`config.mk`:
```
export PLATFORM = sky130hd
export DESIGN_NAME = ring_agu
export DESIGN_NICKNAME = d
export VERILOG_FILES = /design/src/rtl/ring_agu_pkg.sv /design/src/rtl/ring_offset_table.sv /design/src/rtl/ring_sequencer.sv /design/src/rtl/ring_addr_unit.sv /design/src/rtl/ring_req_pipe.sv /design/src/rtl/ring_agu.sv
export SDC_FILE = /design/constraint.sdc
export NUM_CORES = 2
export LEC_CHECK = 0
export BUFFER_PORTS_ARGS = -buffer_cell sky130_fd_sc_hd__clkbuf_2
export CAP_MARGIN = 20
export CORE_MARGIN = 1.5
export CORE_UTILIZATION = 55
export CTS_CLUSTER_SIZE = 14
export DETAILED_ROUTE_END_ITERATION = 7
export MAX_ROUTING_LAYER = met4
export PLACE_DENSITY = 0.72
export SYNTH_ARGS = -nofsm -noshare
export SYNTH_HDL_FRONTEND = slang
export SYNTH_SLANG_ARGS = --single-unit
export TNS_END_PERCENT = 1
```
`constraint.sdc`:
```
create_clock -name clk -period 102 [get_ports clk]
set_input_delay 10.2 -clock clk [delete_from_list [all_inputs] [get_ports clk]]
set_output_delay 10.2 -clock clk [all_outputs]
set_load 0.005 [all_outputs]
```
`src/rtl/ring_agu_pkg.sv`:
```
package ring_agu_pkg;

  // Address mode carried by each program step.
  typedef enum logic {
    ADDR_RING  = 1'b0,
    ADDR_TABLE = 1'b1
  } addr_mode_e;

  // Memory request pair of one step.
  typedef struct packed {
    logic rd;
    logic wr;
  } mem_req_t;

endpackage

```
`src/rtl/ring_offset_table.sv`:
```
module ring_offset_table #(
  parameter int DEPTH = 64,
  parameter int DW    = 16,
  parameter int AW    = $clog2(DEPTH)
) (
  input  logic          clk,
  input  logic          rst_n,
  input  logic          we,
  input  logic [AW-1:0] waddr,
  input  logic [DW-1:0] wdata,
  input  logic [AW-1:0] raddr,
  output logic [DW-1:0] rdata
);

  logic [DW-1:0] ent_arr [DEPTH];

  for (genvar e = 0; e < DEPTH; e++) begin : g_ent
    logic [DW-1:0] ent_d;
    logic [DW-1:0] ent_q;

    always_comb begin
      ent_d = ent_q;
      if (we && (waddr == AW'(e))) ent_d = wdata;
    end

    always_ff @(posedge clk or negedge rst_n) begin
      if (!rst_n) ent_q <= '0;
      else        ent_q <= ent_d;
    end

    assign ent_arr[e] = ent_q;
  end

  // Registered entries: a same-clock write is seen one clock later.
  assign rdata = ent_arr[raddr];

endmodule

```
`src/rtl/ring_sequencer.sv`:
```
module ring_sequencer #(
  parameter int              STEPS   = 128,
  parameter int              CNT_W   = 16,
  parameter int              MEM_AW  = 21,
  parameter logic [CNT_W-1:0] LEN_RST = 16'h1FFF,
  parameter int              STEP_W  = $clog2(STEPS)
) (
  input  logic              clk,
  input  logic              rst_n,
  input  logic              step_en,
  input  logic              len_we,
  input  logic [CNT_W-1:0]  len_wdata,
  input  logic              base_we,
  input  logic [MEM_AW-1:0] base_wdata,
  output logic [STEP_W-1:0] step_idx,
  output logic              step_odd,
  output logic [CNT_W-1:0]  cnt,
  output logic [CNT_W-1:0]  ring_mask,
  output logic [MEM_AW-1:0] base
);

  localparam logic [STEP_W-1:0] LAST_STEP = STEP_W'(STEPS - 1);

  logic [STEP_W-1:0] step_d, step_q;
  logic [CNT_W-1:0]  cnt_d, cnt_q, cnt_dec;
  logic [CNT_W-1:0]  len_d, len_q;
  logic [MEM_AW-1:0] base_d, base_q;
  logic              last_step;

  assign last_step = (step_q == LAST_STEP);
  assign cnt_dec   = cnt_q - 1'b1;

  always_comb begin
    step_d = step_q;
    cnt_d  = cnt_q;
    len_d  = len_q;
    base_d = base_q;
    if (step_en) begin
      step_d = last_step ? '0 : step_q + 1'b1;
      if (last_step) cnt_d = (cnt_dec == '0) ? len_q : cnt_dec;
    end
    if (len_we)  len_d  = len_wdata;
    if (base_we) base_d = base_wdata;
  end

  always_ff @(posedge clk or negedge rst_n) begin
    if (!rst_n) begin
      step_q <= '0;
      cnt_q  <= CNT_W'(1);
      len_q  <= LEN_RST;
      base_q <= '0;
    end else begin
      step_q <= step_d;
      cnt_q  <= cnt_d;
      len_q  <= len_d;
      base_q <= base_d;
    end
  end

  assign step_idx  = step_q;
  assign step_odd  = step_q[0];
  assign cnt       = cnt_q;
  assign ring_mask = len_q;
  assign base      = base_q;

endmodule

```
`src/rtl/ring_addr_unit.sv`:
```
module ring_addr_unit
  import ring_agu_pkg::*;
#(
  parameter int OFS_W  = 16,
  parameter int AREG_W = 12,
  parameter int MEM_AW = 21
) (
  input  logic              clk,
  input  logic              rst_n,
  input  logic              load,
  input  logic [OFS_W-1:0]  offset,
  input  logic [AREG_W-1:0] areg,
  input  logic              use_areg,
  input  logic              next_word,
  input  addr_mode_e        mode,
  input  logic [OFS_W-1:0]  cnt,
  input  logic [OFS_W-1:0]  ring_mask,
  input  logic [MEM_AW-1:0] base,
  output logic [MEM_AW-1:0] addr
);

  localparam int PAD_W = MEM_AW - OFS_W - 1;

  logic [OFS_W:0]    word_sum, ring_sum;
  logic [OFS_W-1:0]  sel_word;
  logic [MEM_AW-1:0] byte_addr, addr_d, addr_q;

  always_comb begin
    word_sum = {1'b0, offset}
             + (use_areg ? (OFS_W+1)'(areg) : '0)
             + (OFS_W+1)'(next_word);
    ring_sum = word_sum + {1'b0, cnt};
    if (mode == ADDR_TABLE) sel_word = word_sum[OFS_W-1:0];
    else                    sel_word = ring_sum[OFS_W-1:0] & ring_mask;
    // Truncation to MEM_AW applies the memory size mask.
    byte_addr = base + {{PAD_W{1'b0}}, sel_word, 1'b0};
    addr_d    = load ? byte_addr : addr_q;
  end

  always_ff @(posedge clk or negedge rst_n) begin
    if (!rst_n) addr_q <= '0;
    else        addr_q <= addr_d;
  end

  assign addr = addr_q;

endmodule

```
`src/rtl/ring_req_pipe.sv`:
```
module ring_req_pipe
  import ring_agu_pkg::*;
#(
  parameter int MDW = 16,
  parameter int XW  = 24
) (
  input  logic           clk,
  input  logic           rst_n,
  input  logic           step_en,
  input  logic           step_odd,
  input  mem_req_t       req,
  input  logic [MDW-1:0] mem_rdata,
  output logic           mem_rd,
  output logic           mem_wr,
  output logic [XW-1:0]  rd_word
);

  mem_req_t       act_d, act_q;
  logic [XW-1:0]  word_d, word_q;

  always_comb begin
    act_d  = act_q;
    word_d = word_q;
    if (step_en) begin
      act_d.rd = step_odd & req.rd;
      act_d.wr = step_odd & req.wr;
      if (act_q.rd) word_d = {{(XW-MDW){mem_rdata[MDW-1]}}, mem_rdata};
    end
  end

  always_ff @(posedge clk or negedge rst_n) begin
    if (!rst_n) begin
      act_q  <= '0;
      word_q <= '0;
    end else begin
      act_q  <= act_d;
      word_q <= word_d;
    end
  end

  assign mem_rd  = act_q.rd;
  assign mem_wr  = act_q.wr;
  assign rd_word = word_q;

endmodule

```
`src/rtl/ring_agu.sv`:
```
module ring_agu
  import ring_agu_pkg::*;
#(
  parameter int STEPS       = 128,
  parameter int TBL_DEPTH   = 64,
  parameter int OFS_W       = 16,
  parameter int AREG_W      = 12,
  parameter int MEM_AW      = 21,
  parameter int MDW         = 16,
  parameter int XW          = 24,
  parameter int TEMP_DEPTH  = 128,
  parameter int TBL_AW      = $clog2(TBL_DEPTH),
  parameter int TEMP_W      = $clog2(TEMP_DEPTH),
  parameter int STEP_W      = $clog2(STEPS)
) (
  input  logic              clk,
  input  logic              rst_n,
  input  logic              step_en,
  input  logic [TBL_AW-1:0] op_idx,
  input  logic              op_use_areg,
  input  logic              op_next_word,
  input  logic              op_tbl_mode,
  input  logic              op_rd_req,
  input  logic              op_wr_req,
  input  logic [TEMP_W-1:0] op_treg,
  input  logic [AREG_W-1:0] areg,
  input  logic              tbl_we,
  input  logic [TBL_AW-1:0] tbl_waddr,
  input  logic [OFS_W-1:0]  tbl_wdata,
  input  logic              len_we,
  input  logic [OFS_W-1:0]  len_wdata,
  input  logic              base_we,
  input  logic [MEM_AW-1:0] base_wdata,
  input  logic [MDW-1:0]    mem_rdata,
  output logic [MEM_AW-1:0] mem_addr,
  output logic              mem_rd,
  output logic              mem_wr,
  output logic [XW-1:0]     rd_data,
  output logic [TEMP_W-1:0] treg_idx
);

  logic [1:0]        rst_sync_q;
  logic              rst_core_n;
  logic [STEP_W-1:0] step_idx;
  logic              step_odd;
  logic [OFS_W-1:0]  cnt, ring_mask, offset;
  logic [MEM_AW-1:0] base;
  addr_mode_e        mode;
  mem_req_t          req;

  // Asynchronous assert, synchronous release.
  always_ff @(posedge clk or negedge rst_n) begin
    if (!rst_n) rst_sync_q <= 2'b00;
    else        rst_sync_q <= {rst_sync_q[0], 1'b1};
  end
  assign rst_core_n = rst_sync_q[1];

  assign mode   = op_tbl_mode ? ADDR_TABLE : ADDR_RING;
  assign req.rd = op_rd_req;
  assign req.wr = op_wr_req;

  ring_sequencer #(
    .STEPS (STEPS),
    .CNT_W (OFS_W),
    .MEM_AW(MEM_AW)
  ) u_seq (
    .clk       (clk),
    .rst_n     (rst_core_n),
    .step_en   (step_en),
    .len_we    (len_we),
    .len_wdata (len_wdata),
    .base_we   (base_we),
    .base_wdata(base_wdata),
    .step_idx  (step_idx),
    .step_odd  (step_odd),
    .cnt       (cnt),
    .ring_mask (ring_mask),
    .base      (base)
  );

  ring_offset_table #(
    .DEPTH(TBL_DEPTH),
    .DW   (OFS_W)
  ) u_tbl (
    .clk  (clk),
    .rst_n(rst_core_n),
    .we   (tbl_we),
    .waddr(tbl_waddr),
    .wdata(tbl_wdata),
    .raddr(op_idx),
    .rdata(offset)
  );

  ring_addr_unit #(
    .OFS_W (OFS_W),
    .AREG_W(AREG_W),
    .MEM_AW(MEM_AW)
  ) u_addr (
    .clk      (clk),
    .rst_n    (rst_core_n),
    .load     (step_en & step_odd),
    .offset   (offset),
    .areg     (areg),
    .use_areg (op_use_areg),
    .next_word(op_next_word),
    .mode     (mode),
    .cnt      (cnt),
    .ring_mask(ring_mask),
    .base     (base),
    .addr     (mem_addr)
  );

  ring_req_pipe #(
    .MDW(MDW),
    .XW (XW)
  ) u_req (
    .clk      (clk),
    .rst_n    (rst_core_n),
    .step_en  (step_en),
    .step_odd (step_odd),
    .req      (req),
    .mem_rdata(mem_rdata),
    .mem_rd   (mem_rd),
    .mem_wr   (mem_wr),
    .rd_word  (rd_data)
  );

  // Temporary register file rotates with the sample counter.
  assign treg_idx = cnt[TEMP_W-1:0] + op_treg;

endmodule

```
==> flow_metrics.env <==
export IMPL_wl_mm=130
export IMPL_syn_nets=3732
export IMPL_drt_iter0_drc=2367
export IMPL_cts_max_level=3
export IMPL_slew_viol_final=0
export IMPL_post_cts_resized=0
export IMPL_rsz0062_at_grt="false"
export IMPL_fin_skew_ns=0.0283
export IMPL_core_um2=95400
export IMPL_numCtsBuffers=115
export IMPL_cp_arrival_ns=11.68
export IMPL_setup_viol=0
export IMPL_fin_crit_ns=21.88
export IMPL_ys_seq_area_share_pct=53.0
export IMPL_post_cts_buffers=0
export IMPL_dieWidth_um=314
export IMPL_ys_flop_type="dfrtp_1"
export IMPL_grt_max_degree=164
export IMPL_yosysMostFrequentCell="dfrtp_1"
export IMPL_fmax_mhz=45.7
export IMPL_r2r_cells=30
export IMPL_vias_per_cell=6.26
export IMPL_drv_cap=0
export IMPL_num_rows=113
export IMPL_path_class="in -> out"
export IMPL_worstPathCellList="clkbuf_2 -> ha_1 -> inv_1 -> fa_1 -> inv_1 -> a21oi_1 -> o21bai_1 -> a21o_1 -> a21oi_1 -> xnor2_1 -> clkbuf_2"
export IMPL_dp_cells=4762
export IMPL_cts_root_buf="clkbuf_16"
export IMPL_holdWs_ns=0.353
export IMPL_ant_nets=0
export IMPL_ys_types=62
export IMPL_cts_tree="yes"
export IMPL_peakVddDrop_mv=0.0165
export IMPL_drc=0
export IMPL_die_area_um2=98600
export IMPL_final_hold_viol_count=0
export IMPL_syn_avg_cell_area_um2=14.9
export IMPL_grt_use_total_pct=27.8
export IMPL_drt_pass1_iterations=8
export IMPL_end_kind="primary output"
export IMPL_synthTopCellsByCount="dfrtp_1 (1111), mux2_2 (1088), mux4_2 (306)"
export IMPL_yosysWarnings=0
export IMPL_io_pins=165
export IMPL_critPathMaxStageDelay_ns=0.40
export IMPL_wl_per_cell_um=26.1
export IMPL_synth_top_area_share_pct=52.3
export IMPL_post_route_util_pct=61.8
export IMPL_grt_overflow=0
export IMPL_grt_pass1_vias=32100
export IMPL_hp_class="reg -> reg"
export IMPL_async_flop_share_pct=100
export IMPL_gp_congestion=0.938
export IMPL_fin_tns_setup_ns=0
export IMPL_hpwl_mm=77.7
export IMPL_power_density_nw_per_um2=19.7
export IMPL_synth_seq_cells=1125
export IMPL_synth_edff_count=0
export IMPL_nets=3791
export IMPL_synthCells=3564
export IMPL_clkSinkCount=1125
export IMPL_min_path_cells=0
export IMPL_status="finished clean"
export IMPL_initial_utilization_pct=55.7
export IMPL_cp_start_kind="input pin"
export IMPL_timing_worst_slew_pin_value_ns=1.16
export IMPL_drive_above_1_share_pct=50.0
export IMPL_grt_pass1_wl_mm=200
export IMPL_cts_hold_buf=0
export IMPL_crit_required_ns=91.80
export IMPL_multiInputGateArea_um2=23700
export IMPL_clock_path_buffers=3
export IMPL_relSlewSlack_pct=22.2
export IMPL_leakage_nw=27.5
export IMPL_clk_pin_slew_ns=0.06
export IMPL_area_growth_pct=10.9
export IMPL_regArea_um2=28200
export IMPL_syn_area_um2=53200
export IMPL_die_h_um=314
export IMPL_fillers=7132
export IMPL_final_cells=4987
export IMPL_vias=31200
export IMPL_critPathMaxFanout=2
export IMPL_synthTopCellsByArea="dfrtp_1 (52%), mux2_2 (23%), mux4_2 (13%)"
export IMPL_antenna_found_initial=4
export IMPL_period_share_pct=21.5
export IMPL_slowest_stage="fa_1"
export IMPL_clk_latency_ns=0.71
export IMPL_yosysTopAreaCell="dfrtp_1"
export IMPL_port_buffers=164
-- routing by layer --
metal  GRT usage [%]  routed length [um]  share of wire (%)  vias to the layer above
li1                -                   -                  -                    13400
met1            37.3               56100                 43                    16800
met2            43.9               62800                 48                      855
met3            4.24                6600                5.1                      235
met4            8.79                4460                3.4                        0
met5               -                   0                  0                        -
-- path summary, 6_finish.rpt --
check                                                          start                                    to  slack, ns
worst max register to register  u_tbl.g_ent[63].ent_q[0]$_DFFE_PN0P_           u_addr.addr[20]$_DFFE_PN0P_      94.57
worst min register to register               rst_sync_q[0]$_DFF_PN0_               rst_sync_q[1]$_DFF_PN0_       0.35
max in group asynchronous                                      rst_n               rst_sync_q[1]$_DFF_PN0_      92.62
worst min-delay path                         rst_sync_q[0]$_DFF_PN0_               rst_sync_q[1]$_DFF_PN0_       0.35
min in group asynchronous                    rst_sync_q[1]$_DFF_PN0_  u_tbl.g_ent[42].ent_q[2]$_DFFE_PN0P_       0.44
worst max-delay path                                      op_treg[0]                           treg_idx[6]      80.12
-- placed cells by master (no fill, tap or decap), drive strengths merged, types with 18 or more instances in the layout --
| master | synthesis | final |
|---|---|---|
| dfrtp | 1111 | 1111 |
| nor3 | 24 | 24 |
| inv | 28 | 32 |
| buf | 76 | 83 |
| nor2 | 76 | 76 |
| clkbuf | 225 | 336 |
| xor2 | 25 | 25 |
| mux2 | 1088 | 1088 |
| o21ai | 61 | 61 |
| nand2 | 136 | 136 |
| xnor2 | 28 | 28 |
| clkinv | 0 | 22 |
| nor2b | 32 | 32 |
| a21o | 18 | 18 |
| mux4 | 306 | 306 |
| nand3 | 20 | 20 |
| ha | 52 | 52 |
| a21oi | 62 | 62 |
-- final cells by class --
class | count | area share, %
well taps | 1265 | 2.68
multi-input cells | 2110 | 40.1
diodes | 5 | 0.0212
repair buffers | 243 | 2.73
clock buffers | 176 | 5.73
flip-flops and latches | 1125 | 47.8
clock inverters | 35 | 0.732
inverters | 28 | 0.178
-- worst max-delay path: cells and delay by family --
kind	cells	cell delay (ns)
adders and majority gates	2	0.55
buffers and inverters	4	0.33
AOI/OAI and AO/OA	4	0.47
xor gates and xnor gates	1	0.13
-- kinds of logic after synthesis --
kind of cell	count (synthesis)	synth area share [%]
multiplexers	1402	36.1
flip-flops	1125	53.0
AND/OR/NAND/NOR	376	3.40
buffers and inverters	329	2.62
AO/OA/AOI/OAI	221	2.59
adder cells (fa/ha/maj)	57	1.41
XOR/XNOR	53	0.873
other	1	0.00705
-- per-stage QoR --
step                      instance area [um^2]  setup slack, ns  total power [mW]
after floorplan                          53200            68.34             0.691
after global routing                     59000            79.94              1.21
after detailed placement                 55000            80.11             0.745
after CTS                                58800            80.09              1.17
after global placement                   55000            80.11             0.738
final                                    59000            80.12              1.16
-- registers in the layout, indices dropped and copies added, names as in the netlist --
signal / cells
u_tbl.g_ent.ent_q: 1024
u_addr.addr: 21
u_seq.base: 21
u_req.rd_word: 16
u_seq.cnt: 16
u_seq.ring_mask: 16
u_seq.step_idx: 7
rst_sync_q: 2
u_req.mem_rd: 1
u_req.mem_wr: 1
-- power by group --
part / internal, mW / total, mW / switching (mW)
registers: 0.511 / 0.544 / 0.0330
clock network: 0.245 / 0.422 / 0.177
logic: 0.105 / 0.194 / 0.0885
No activity file was read; power rests on OpenSTA's default activity.
